===== src/rtl/spi_regif.sv =====
`timescale 1ns/1ps
module spi_regif #(
  parameter int OUT_FIRST = 1,
  parameter int NUM_OUT   = 6,
  parameter int DIAG_WORD = 28,
  parameter int CMD_WORD  = 29,
  parameter int DIAG_W    = 8,
  parameter int CMD_W     = 8,
  parameter int SYNC      = 2
) (
  input  logic               clk,
  input  logic               rst_n,
  input  logic               spi_cs_n,
  input  logic               spi_sclk,
  input  logic               spi_mosi,
  output logic               spi_miso,
  output logic               spi_miso_oe,
  output logic [5:0]         reg_raddr,
  input  logic [15:0]        reg_rdata,
  output logic               wr_stb,
  output logic [6:0]         wr_addr,
  output logic [7:0]         wr_byte,
  input  logic [NUM_OUT-1:0] out_load,
  input  logic [DIAG_W-1:0]  diag_set,
  output logic [CMD_W-1:0]   cmd_req,
  input  logic [CMD_W-1:0]   cmd_done
);
  localparam int WAW = 6;
  localparam logic [WAW-1:0] DIAG_A = WAW'(DIAG_WORD);
  localparam logic [WAW-1:0] CMD_A  = WAW'(CMD_WORD);

  logic [SYNC:0]   cs_p, sck_p;
  logic [SYNC-1:0] dat_p;
  always_ff @(posedge clk or negedge rst_n)
    if (!rst_n) begin
      cs_p  <= '1;
      sck_p <= '1;
      dat_p <= '0;
    end else begin
      cs_p  <= {cs_p[SYNC-1:0], spi_cs_n};
      sck_p <= {sck_p[SYNC-1:0], spi_sclk};
      dat_p <= {dat_p[SYNC-2:0], spi_mosi};
    end

  logic cs_s, cs_fall, sck_rise, sck_fall, din_s;
  assign cs_s     = cs_p[SYNC-1];
  assign cs_fall  = cs_p[SYNC] & ~cs_s;
  assign sck_rise = ~sck_p[SYNC] & sck_p[SYNC-1] & ~cs_s;
  assign sck_fall = sck_p[SYNC] & ~sck_p[SYNC-1] & ~cs_s;
  assign din_s    = dat_p[SYNC-1];

  logic [4:0]  bitcnt;
  logic [14:0] rx;
  always_ff @(posedge clk or negedge rst_n)
    if (!rst_n) begin
      bitcnt <= '0;
      rx     <= '0;
    end else if (cs_s) begin
      bitcnt <= '0;
    end else if (sck_rise && bitcnt != 5'd16) begin
      rx     <= {rx[13:0], din_s};
      bitcnt <= bitcnt + 5'd1;
    end

  logic           frame_done, f_wr, cmd_hit, diag_hit;
  logic [15:0]    frame;
  logic [WAW-1:0] f_word;
  assign frame      = {rx, din_s};
  assign frame_done = sck_rise && bitcnt == 5'd15;
  assign f_wr       = frame[15];
  assign f_word     = frame[14:9];
  assign cmd_hit    = f_word == CMD_A;
  assign diag_hit   = f_word == DIAG_A;

  always_ff @(posedge clk or negedge rst_n)
    if (!rst_n) begin
      wr_stb  <= 1'b0;
      wr_addr <= '0;
      wr_byte <= '0;
    end else begin
      wr_stb <= frame_done && f_wr && !cmd_hit && !diag_hit;
      if (frame_done && f_wr) begin
        wr_addr <= frame[14:8];
        wr_byte <= frame[7:0];
      end
    end

  logic [CMD_W-1:0] cmd_set;
  assign cmd_set = (frame_done && f_wr && cmd_hit && !frame[8]) ? frame[CMD_W-1:0] : '0;
  always_ff @(posedge clk or negedge rst_n)
    if (!rst_n) cmd_req <= '0;
    else        cmd_req <= (cmd_req & ~cmd_done) | cmd_set;

  logic           pend_v;
  logic [WAW-1:0] pend_w;
  always_ff @(posedge clk or negedge rst_n)
    if (!rst_n) begin
      pend_v <= 1'b0;
      pend_w <= '0;
    end else if (frame_done) begin
      pend_v <= !f_wr;
      pend_w <= f_word;
    end else if (cs_fall) begin
      pend_v <= 1'b0;
    end
  assign reg_raddr = pend_w;

  logic               cap, diag_sel;
  logic [NUM_OUT-1:0] out_sel, nd;
  logic [DIAG_W-1:0]  diag;
  assign cap      = cs_fall && pend_v;
  assign diag_sel = pend_v && pend_w == DIAG_A;

  for (genvar i = 0; i < NUM_OUT; i++) begin : g_out
    localparam logic [WAW-1:0] W = WAW'(OUT_FIRST + i);
    assign out_sel[i] = pend_v && pend_w == W;
    always_ff @(posedge clk or negedge rst_n)
      if (!rst_n) nd[i] <= 1'b0;
      else        nd[i] <= out_load[i] | (nd[i] & ~(cap & out_sel[i]));
  end

  always_ff @(posedge clk or negedge rst_n)
    if (!rst_n) diag <= '0;
    else        diag <= diag_set | (diag & ~{DIAG_W{cap && diag_sel}});

  logic [15:0] resp;
  always_comb begin
    if (!pend_v)             resp = '0;
    else if (|out_sel)       resp = {|(out_sel & nd), |diag, reg_rdata[13:0]};
    else if (diag_sel)       resp = {{(16-DIAG_W){1'b0}}, diag};
    else if (pend_w == CMD_A) resp = '0;
    else                     resp = reg_rdata;
  end

  logic [15:0] sh;
  logic        oe_q;
  always_ff @(posedge clk or negedge rst_n)
    if (!rst_n) begin
      sh   <= '0;
      oe_q <= 1'b0;
    end else begin
      oe_q <= ~cs_s;
      if (cs_fall)                          sh <= resp;
      else if (sck_fall && bitcnt != 5'd0)  sh <= {sh[14:0], 1'b0};
    end
  assign spi_miso_oe = oe_q;
  assign spi_miso    = oe_q & sh[15];

  AST_WR_FULL_FRAME: assert property (@(posedge clk) disable iff (!rst_n)
    wr_stb |-> bitcnt == 5'd16);
  AST_WR_SINGLE: assert property (@(posedge clk) disable iff (!rst_n)
    wr_stb |=> !wr_stb);
  AST_OE_IDLE: assert property (@(posedge clk) disable iff (!rst_n)
    (cs_s && $past(cs_s)) |-> !spi_miso_oe);
  AST_DIAG_CLEAR: assert property (@(posedge clk) disable iff (!rst_n)
    (cap && diag_sel && !(|diag_set)) |=> diag == '0);
  AST_CMD_HOLD: assert property (@(posedge clk) disable iff (!rst_n)
    1'b1 |=> (($past(cmd_req) & ~$past(cmd_done) & ~cmd_req) == '0));
  AST_ND_LOAD: assert property (@(posedge clk) disable iff (!rst_n)
    (|out_load) |=> ((nd & $past(out_load)) == $past(out_load)));
endmodule


===== config.mk =====
export PLATFORM = sky130hd
export DESIGN_NAME = spi_regif
export DESIGN_NICKNAME = d
export VERILOG_FILES = /design/src/rtl/spi_regif.sv
export SDC_FILE = /design/constraint.sdc
export NUM_CORES = 1
export LEC_CHECK = 0
export CELL_PAD_IN_SITES_DETAIL_PLACEMENT = 0
export CELL_PAD_IN_SITES_GLOBAL_PLACEMENT = 1
export CORE_MARGIN = 4
export CORE_UTILIZATION = 40
export DETAILED_ROUTE_END_ITERATION = 6
export DONT_BUFFER_PORTS = 1
export GPL_TIMING_DRIVEN = 0
export PLACE_DENSITY_LB_ADDON = 0.1
export SYNTH_ARGS = -nofsm -noshare
export SYNTH_HDL_FRONTEND = slang
export SYNTH_SLANG_ARGS = --single-unit

===== constraint.sdc =====
create_clock -name clk -period 6.2 [get_ports clk]
set_input_delay 0.62 -clock clk [delete_from_list [all_inputs] [get_ports clk]]
set_output_delay 0.62 -clock clk [all_outputs]
set_load 0.05 [all_outputs]

======== After elaboration in Yosys (flattened, before gate mapping) ========
Cells that the tools add are included.
Widths: inputs -> output; s select.
operators by class
  $add $sub $neg .......................... 1
  equal/unequal tests ..................... 12
  muxes and demuxes ....................... 11
  bitwise logic cells ..................... 40
  reduce and logical (&&, ||, !) cells .... 29
operators with widths
  cell                 count
  $mux 16              6
  $eq 6x5->1 const B   4
  $and 1x1->1          18
  $eq 6x3->1 const B   3
  $logic_and 1x1->1    17
  $and 8x8->8          2
  $not 8->8            2
  $or 8x8->8           2
  $eq 6x2->1 const B   2
  $reduce_or 6->1      2
  $mux 5               2
  $not 1->1            9
  $mux 8               1
  $reduce_or 8->1      1
  $and 6x6->6          1
  $eq 6x1->1 const B   1
  $or 1x1->1           6
  $reduce_bool 2->1    3
  $add 5x1->5 const B  1
  $eq 5x4->1 const B   1
  $ne 5x5->1 const B   1
  $reduce_bool 5->1    1
  $logic_not 1->1      4
  $mux 1               2
  $reduce_and 2->1     1
storage, ports and cells
  register bits after elaboration ......... 90
  bits of input ports ..................... 43
  output and inout bits ................... 32

======== Logic depth before layout (Yosys ltp) ========
Gate-level depths: netlist (run 1).
  word-level depth ........................ 9
  mapped depth ............................ 9

======== Worst setup path after synthesis (run 1) ========
No wires, ideal clock.
  path type ............................... register to register
  from .................................... register bitcnt[0]
  to ...................................... register wr_addr[0]
  data arrival time ....................... 2.099 ns
  slack ................................... 3.976 ns
  stages on the path, launching flop included .. 9
  path buffers ............................ 2
  cells stage by stage .................... dfrtp_1 > ha_1 > and3_1 > ha_1 > and4bb_2 > buf_2 > nand2_1 > buf_2 > mux2_2
on the way
  word-level cells in the longest chain between the ends .. 3
RTL lines
  what                    RTL line  source
  from (decl)             52        logic [4:0] bitcnt;
  from (signal assigned)  62        bitcnt <= bitcnt + 5'd1;
  $eq 5x4->1              69        assign frame_done = sck_rise && bitcnt == 5'd15;
  $logic_and 1x1->1       69
  $logic_and 1x1->1       82        if (frame_done && f_wr) begin
  to (signal assigned)    83        wr_addr <= frame[14:8];
  to (decl)               21        output logic [6:0] wr_addr,
No other way between the ends.
A chain may end at the register's enable or synchronous reset.

======== Worst setup path after layout (run 1) ========
  from .................................... register bitcnt[0]
  to ...................................... register wr_addr[5]
The elaborated chain is that of the path after synthesis.

==> metrics.cfg, run 1 <==
[cts]
clock-sinks=90
ctsResizeCount=0
clockBufferDepth=2
numCtsBuffers=9
path_clk_slew_ns=0.10
clock_latency_ns=0.36
htreeDepth=3
ctsRootBufferMaster=clkbuf_8
cts_tree=done

[synthesis]
syn_nets=349
synth-edff-count=0
yosysTopAreaCell=dfrtp_1
yosys-top-cells-area=dfrtp_1 55%, mux2_2 11%, dfstp_2 4.1%
syn_inst=303
synth.top_cells.by_count=84 x dfrtp_1, 37 x mux2_2, 14 x a21o_1, 14 x inv_1, 14 x o21ai_0
seq_area_frac_synth=0.592
syn_area_per_cell_um2=12.6
ys_ff_latch=90
synth_top_area_frac=0.550
synth_ff_type=dfrtp_1
ys.warnings.count=0
synth_cell_types=48
async_flop_share=1.00
synth_area_um2=3820
synth.most_common_cell=dfrtp_1

[routing]
routed_wirelength_um=7930
avgRoutedWirePerCell_um=17.7
dr_total_vias=2385
routed_via_density=5.31
drtPass1Iterations=5
antenna_left=0
dr.first_iter.drc_count=96
drc=0

[grt]
grt_max_degree=85
grt_pass1_vias=2546
antenna_found_initial=0
grt.overflow.total=0
groute.usage.overall=0.153
grt_first_pass_wirelength_um=13500

[place]
pre_cts_slack_ns=3.65
port_buffers=0
place_congestion=0.766
dp_hpwl_um=5410

[timing]
setup_viol_count_final=0
whs_ns=0.0901
rsz0062_at_grt=no
worstMarginPinSlew_ns=0.652
worst_clock_skew_ns=0.0131
finalWorstSetupSlack_ns=3.65
finalMaxSlewViolations=0
period_share=0.411
min_period_ns=2.55
tns_ns=0
hold_viol_final=0
max-slew-margin-rel=0.565
max_freq_mhz=392

[worst_setup_path]
cp-end-kind=flop
crit_required_ns=6.45
reg2reg_depth=8
path_class=flop to flop
crit_fanout=10
r2r_setup_slack_ns=3.65
startpoint_type=flop
r2r-start=bitcnt[0]
worst_r2r_endpoint=wr_addr[5]
worstPathArrival_ns=2.79

[floorplan]
start_util=0.411
fp-row-count=35
die_height_um=106
dieArea_um2=11200
die_x_um=106
pin_count=75
fp.coreArea_um2=9280

[job]
cap_violations=0

[power]
power_density_nw_per_um2=260
ir_drop_mv=0.125
p_leak_nw=1.88

[final_layout]
area_growth_pct=9.99
drive_gt1_frac=0.225
n_antenna_cell=0
final_nets=361

[run_status]
outcome=finished, final reports clean

[min_path]
hold_path_class=input port to asynchronous set/reset pin

-- through the flow --
| stage | power, mW | util | cells | cell area, µm² |
|---|---|---|---|---|
| 2_1_floorplan | 0.686 | - | 303 | 3820 |
| 3_5_place_dp | 0.704 | 0.429 | 432 | 3980 |
| 3_3_place_gp | 0.703 | 0.429 | 432 | 3980 |
| 4_1_cts | 1.11 | 0.452 | 449 | 4200 |
| 5_1_grt | 1.15 | 0.452 | 449 | 4200 |
| 6_report | 1.09 | 0.452 | 449 | 4200 |
-- worst max-delay path, stage by stage, from the launching register on --
cell and delay [ns]:
dfrtp_1 0.43, ha_1 0.23, and3_1 0.19, ha_1 0.17, and4bb_2 0.22, buf_2 0.18
nand2_1 0.33, buf_2 0.32, mux2_2 0.36
-- what timing repair did --
item	CTS	global route
endpoints found under the setup margin	0	0
hold buffers	1	0
hold endpoints to repair	84	0
buffers inserted	0	0
-- state kept, by name, summed over array words and instances (netlist names), 5 cells and up --
signal	cells
rx	15
wr_byte	8
nd	6
wr_addr	7
cmd_req	8
diag	8
sh	16
reg_raddr	6
bitcnt	5
-- worst max path at each step --
stage	startpoint	to	slack, ns
6_report	bitcnt[0]	wr_addr[5]	3.65
5_1_grt	bitcnt[0]	wr_addr[5]	3.50
4_1_cts	bitcnt[0]	wr_addr[5]	3.62
3_5_place_dp	bitcnt[0]	wr_addr[3]	3.65
3_3_place_gp	bitcnt[0]	wr_addr[1]	3.66
2_1_floorplan	bitcnt[0]	wr_addr[0]	3.98
-- kinds of logic after synthesis --
| family | after synthesis | synth area share |
|---|---|---|
| multiplexers | 43 | 0.125 |
| buffers and inverters | 32 | 0.0367 |
| flip-flops | 90 | 0.592 |
| AND/OR/NAND/NOR | 64 | 0.108 |
| AO/OA/AOI/OAI | 68 | 0.122 |
| XOR/XNOR | 3 | 0.00688 |
| adder cells (fa/ha/maj) | 3 | 0.00983 |
-- placed cells by master (no fill, tap or decap), types with 2 or more instances in the layout --
cell,instances
inv_8,3
a21o_1,14
a22oi_1,13
nor2_1,9
a21oi_1,10
o22ai_1,2
nand2b_1,3
mux2i_1,6
xnor2_1,2
nor3_1,4
clkbuf_8,9
clkbuf_1,9
and3_1,3
or4b_1,2
nor4_1,3
ha_1,3
dfstp_2,6
nor2b_1,4
a22o_1,8
inv_1,14
clkinv_4,3
nand4b_1,3
o21ai_0,14
buf_2,7
nand2_1,12
nor4b_1,8
mux2_2,37
dfrtp_1,84
-- layer usage --
layer / routed length [µm] / vias up / GRT usage
met3: 452 / 9 / 0.0380
met4: 124 / 0 / 0.0601
met5: 0 / - / 0
li1: - / 1117 / -
met1: 3630 / 1206 / 0.211
met2: 3720 / 53 / 0.231
-- layout make-up --
| cell class | count | area (µm²) |
|---|---|---|
| Clock inverter | 7 | 68.8 |
| Buffer | 18 | 87.6 |
| Tap cell | 129 | 161 |
| Clock buffer | 9 | 124 |
| Inverter | 14 | 52.6 |
| Sequential cell | 90 | 2260 |
| Timing Repair Buffer | 1 | 27.5 |
| Multi-Input combinational cell | 181 | 1420 |
| Fill cell | 909 | 5080 |
-- power breakdown --
part,switching [mW],internal (mW)
sequential,0.0297,0.616
clock,0.232,0.158
combinational,0.0287,0.0292
total,0.291,0.803
(Power assumes the default switching activity.)
==> run 2, diff against run 1 <==
--- a/config.mk
+++ b/config.mk
@@ -5,6 +5,7 @@
 export SDC_FILE = /design/constraint.sdc
 export NUM_CORES = 1
 export LEC_CHECK = 0
+export ABC_AREA = 1
 export CELL_PAD_IN_SITES_DETAIL_PLACEMENT = 0
 export CELL_PAD_IN_SITES_GLOBAL_PLACEMENT = 1
 export CORE_MARGIN = 4
==> constraint.sdc (replaced) <==
create_clock -name clk -period 2.2 [get_ports clk]
set_input_delay 0.22 -clock clk [delete_from_list [all_inputs] [get_ports clk]]
set_output_delay 0.22 -clock clk [all_outputs]
set_load 0.05 [all_outputs]
==> run 2 against run 1 <==
The run now ends with hold timing left. Combinational power increased to 4.0 times the previous value. Die area increased by 4.2%. Synthesized cell count increased by 44%. Global-route usage increased by 1.8 points. Clock power increased to 3.2 times the previous value. Sequential cell count unchanged. Via count increased by 27%. Setup slack got worse by 3.3 ns. Wire length increased by 16%. Area after synthesis increased by 4.6%. First-iteration DRC count increased by 54%. Critical path depth increased by 1. Critical endpoint is now sh[6].
==> metrics.cfg, run 2 <==
[power]
ir_drop_mv=0.524  ; +320%
power_density_nw_per_um2=697  ; +170%
p_leak_nw=2.10  ; +12%

[final_layout]
largest_register_ffs=16  ; unchanged
drive_gt1_frac=0.130  ; -0.0946
mostFrequentLayoutCells=84 x dfrtp_1, 77 x nand2_1, 58 x o21ai_0
max_flop_register=sh
n_antenna_cell=0  ; unchanged
area_growth_pct=17.4
final_nets=524  ; +45%
final_common_cell=dfrtp_1
reg_top3=sh x16, rx x15

[grt]
grt.overflow.total=0  ; unchanged
groute.usage.overall=0.171  ; +0.0179
grt_first_pass_wirelength_um=15500  ; +15%
grt_pass1_vias=3129  ; +23%
antenna_found_initial=0  ; unchanged
grt_max_degree=91  ; +7.1%

[cts]
numCtsBuffers=9  ; unchanged
path_clk_slew_ns=0.10  ; about the same
ctsRootBufferMaster=clkbuf_8
ctsResizeCount=0  ; unchanged
clock_latency_ns=0.37  ; about the same
clock-sinks=90  ; unchanged
htreeDepth=3  ; unchanged
hold_buffers=31  ; +30
cts_setup_buffers=0  ; unchanged
clockBufferDepth=2  ; unchanged
cts_tree=done

[synthesis]
syn_area_per_cell_um2=9.16  ; -27%
synth_area_um2=3990  ; +4.6%
synth-edff-count=0  ; unchanged
async_flop_share=1.00  ; unchanged
seq_area_frac_synth=0.566  ; -0.0260
ys_ff_latch=90  ; unchanged
yosysTopAreaCell=dfrtp_1
synth_cell_types=35  ; -27%
synth_top_area_frac=0.526  ; -0.0241
ys.warnings.count=0  ; unchanged
synth_ff_type=dfrtp_1
yosys-top-cells-area=dfrtp_1 53%, o21ai_0 7.3%, nand2_1 7.2%
syn_nets=482  ; +38%
syn_inst=436  ; +44%
synth.most_common_cell=dfrtp_1
synth.top_cells.by_count=84 x dfrtp_1, 77 x nand2_1, 58 x o21ai_0

[floorplan]
fp-row-count=36  ; +2.9%
fp.coreArea_um2=9730  ; +4.8%
start_util=0.410  ; -0.000827
pin_count=75  ; unchanged
die_height_um=108  ; +2.1%
dieArea_um2=11600  ; +4.2%
die_x_um=108  ; +2.1%

[min_path]
hold_path_class=input port to asynchronous set/reset pin

[timing]
min_period_ns=1.86  ; -0.687 ns
hold_viol_final=90  ; +90
setup_viol_count_final=0  ; unchanged
rsz0062_at_grt=no
tns_ns=0  ; unchanged
period_share=0.846  ; +0.435
finalWorstSetupSlack_ns=0.339  ; -3.31 ns
max_freq_mhz=537  ; +37%
worstMarginPinSlew_ns=0.657  ; +0.00475 ns
whs_ns=-0.465  ; -0.555 ns
finalMaxSlewViolations=0  ; unchanged
max-slew-margin-rel=0.562  ; -0.00317
worst_clock_skew_ns=0.0182  ; +0.00515 ns

[routing]
routed-wl-met2_um=4490  ; +21%
dr_total_vias=3018  ; +27%
routed_wirelength_um=9190  ; +16%
met3_length_um=549  ; +21%
dr.first_iter.drc_count=148  ; +54%
avgRoutedWirePerCell_um=14.9  ; -16%
routedLengthMet1_um=4020  ; +11%
drc=0  ; unchanged
antenna_left=0  ; unchanged
drtPass1Iterations=4  ; -1
routed_via_density=4.90  ; -7.8%
top_layer=met4

[worst_setup_path]
path_class=flop to flop
cp-end-kind=flop
crit_required_ns=2.50  ; -3.95 ns
startpoint_type=flop
worstPathArrival_ns=2.16  ; -0.63 ns
crit_fanout=10  ; unchanged

[place]
dp_hpwl_um=6570  ; +21%
port_buffers=0  ; unchanged
place_congestion=0.824  ; +7.6%
pre_cts_slack_ns=0.322  ; -3.32 ns

[run_status]
violations=hold timing
outcome=finished, violations left

[job]
cap_violations=0  ; unchanged

[run 2: cell count changes in the layout (fill, tap and decap cells not counted), sizes merged, moves of 13 or more]
cell / change
mux2: -37
inv: +41
a22oi: -13
o21ai: +54
nand3: +22
dlygate4sd3: +31
nand2: +75
nor2: +36
[run 2: worst paths after layout]
check	startpoint	slack [ns]	to	cells past startpoint
worst max register to register	reg_raddr[0]	0.34	sh[6]	9
worst min register to register	dat_p[0]	0.36	dat_p[1]	0
min in group clk	reg_rdata[0]	0.05	sh[0]	2
worst min-delay path	rst_n	-0.46	wr_addr[2]	0
max in group asynchronous	rst_n	2.42	sck_p[2]	0
worst max-delay path	reg_raddr[0]	0.34	sh[6]	9
[run 2: logic make-up (layout without fill, tap and decap cells)]
kind of cell | Yosys count | in the layout | share of synthesized area
DFF | 90 | 90 | 0.566
buffers and inverters | 70 | 117 | 0.0692
AOI/OAI and AO/OA | 107 | 107 | 0.166
adders and majority gates | 3 | 3 | 0.00940
and+or+nand+nor | 166 | 166 | 0.190
[run 2: cell type report]
class / instances / area, µm²
fillers: 959 / 5040
repair buffers: 31 / 310
clock buffers: 11 / 131
multi-input cells: 276 / 1460
flip-flops and latches: 90 / 2260
well taps: 133 / 166
plain buffers: 13 / 62.6
inverters: 57 / 214
clock inverters: 5 / 85.1
[run 2: metrics by stage]
stage / cells / utilization / area (µm²) / power, mW
finish: 616 / 0.482 / 4690 / 3.27
global route: 616 / 0.482 / 4690 / 3.44
CTS: 616 / 0.482 / 4690 / 3.32
detailed placement: 569 / 0.428 / 4160 / 2.01
global placement: 569 / 0.428 / 4160 / 2.01
floorplan: 436 / - / 3990 / 1.96
[run 2: where the power goes]
part,switching [mW],total (mW),internal (mW)
combinational,0.130,0.233,0.103
sequential,0.0478,1.79,1.74
clock,0.594,1.24,0.649
[run 2: metal layers]
metal	track usage	vias to the layer above
met5	0	-
li1	-	1497
met1	0.211	1445
met3	0.0624	13
met2	0.282	63
met4	0.0469	0
[run 2: critical path: stages (launching register included)]
cell,delay (ns)
dfrtp_1,0.77
nor2_2,0.12
nand2_2,0.11
inv_2,0.06
o21ai_4,0.24
buf_6,0.20
nand2_2,0.06
o21ai_2,0.06
nand2_2,0.06
a21oi_2,0.11
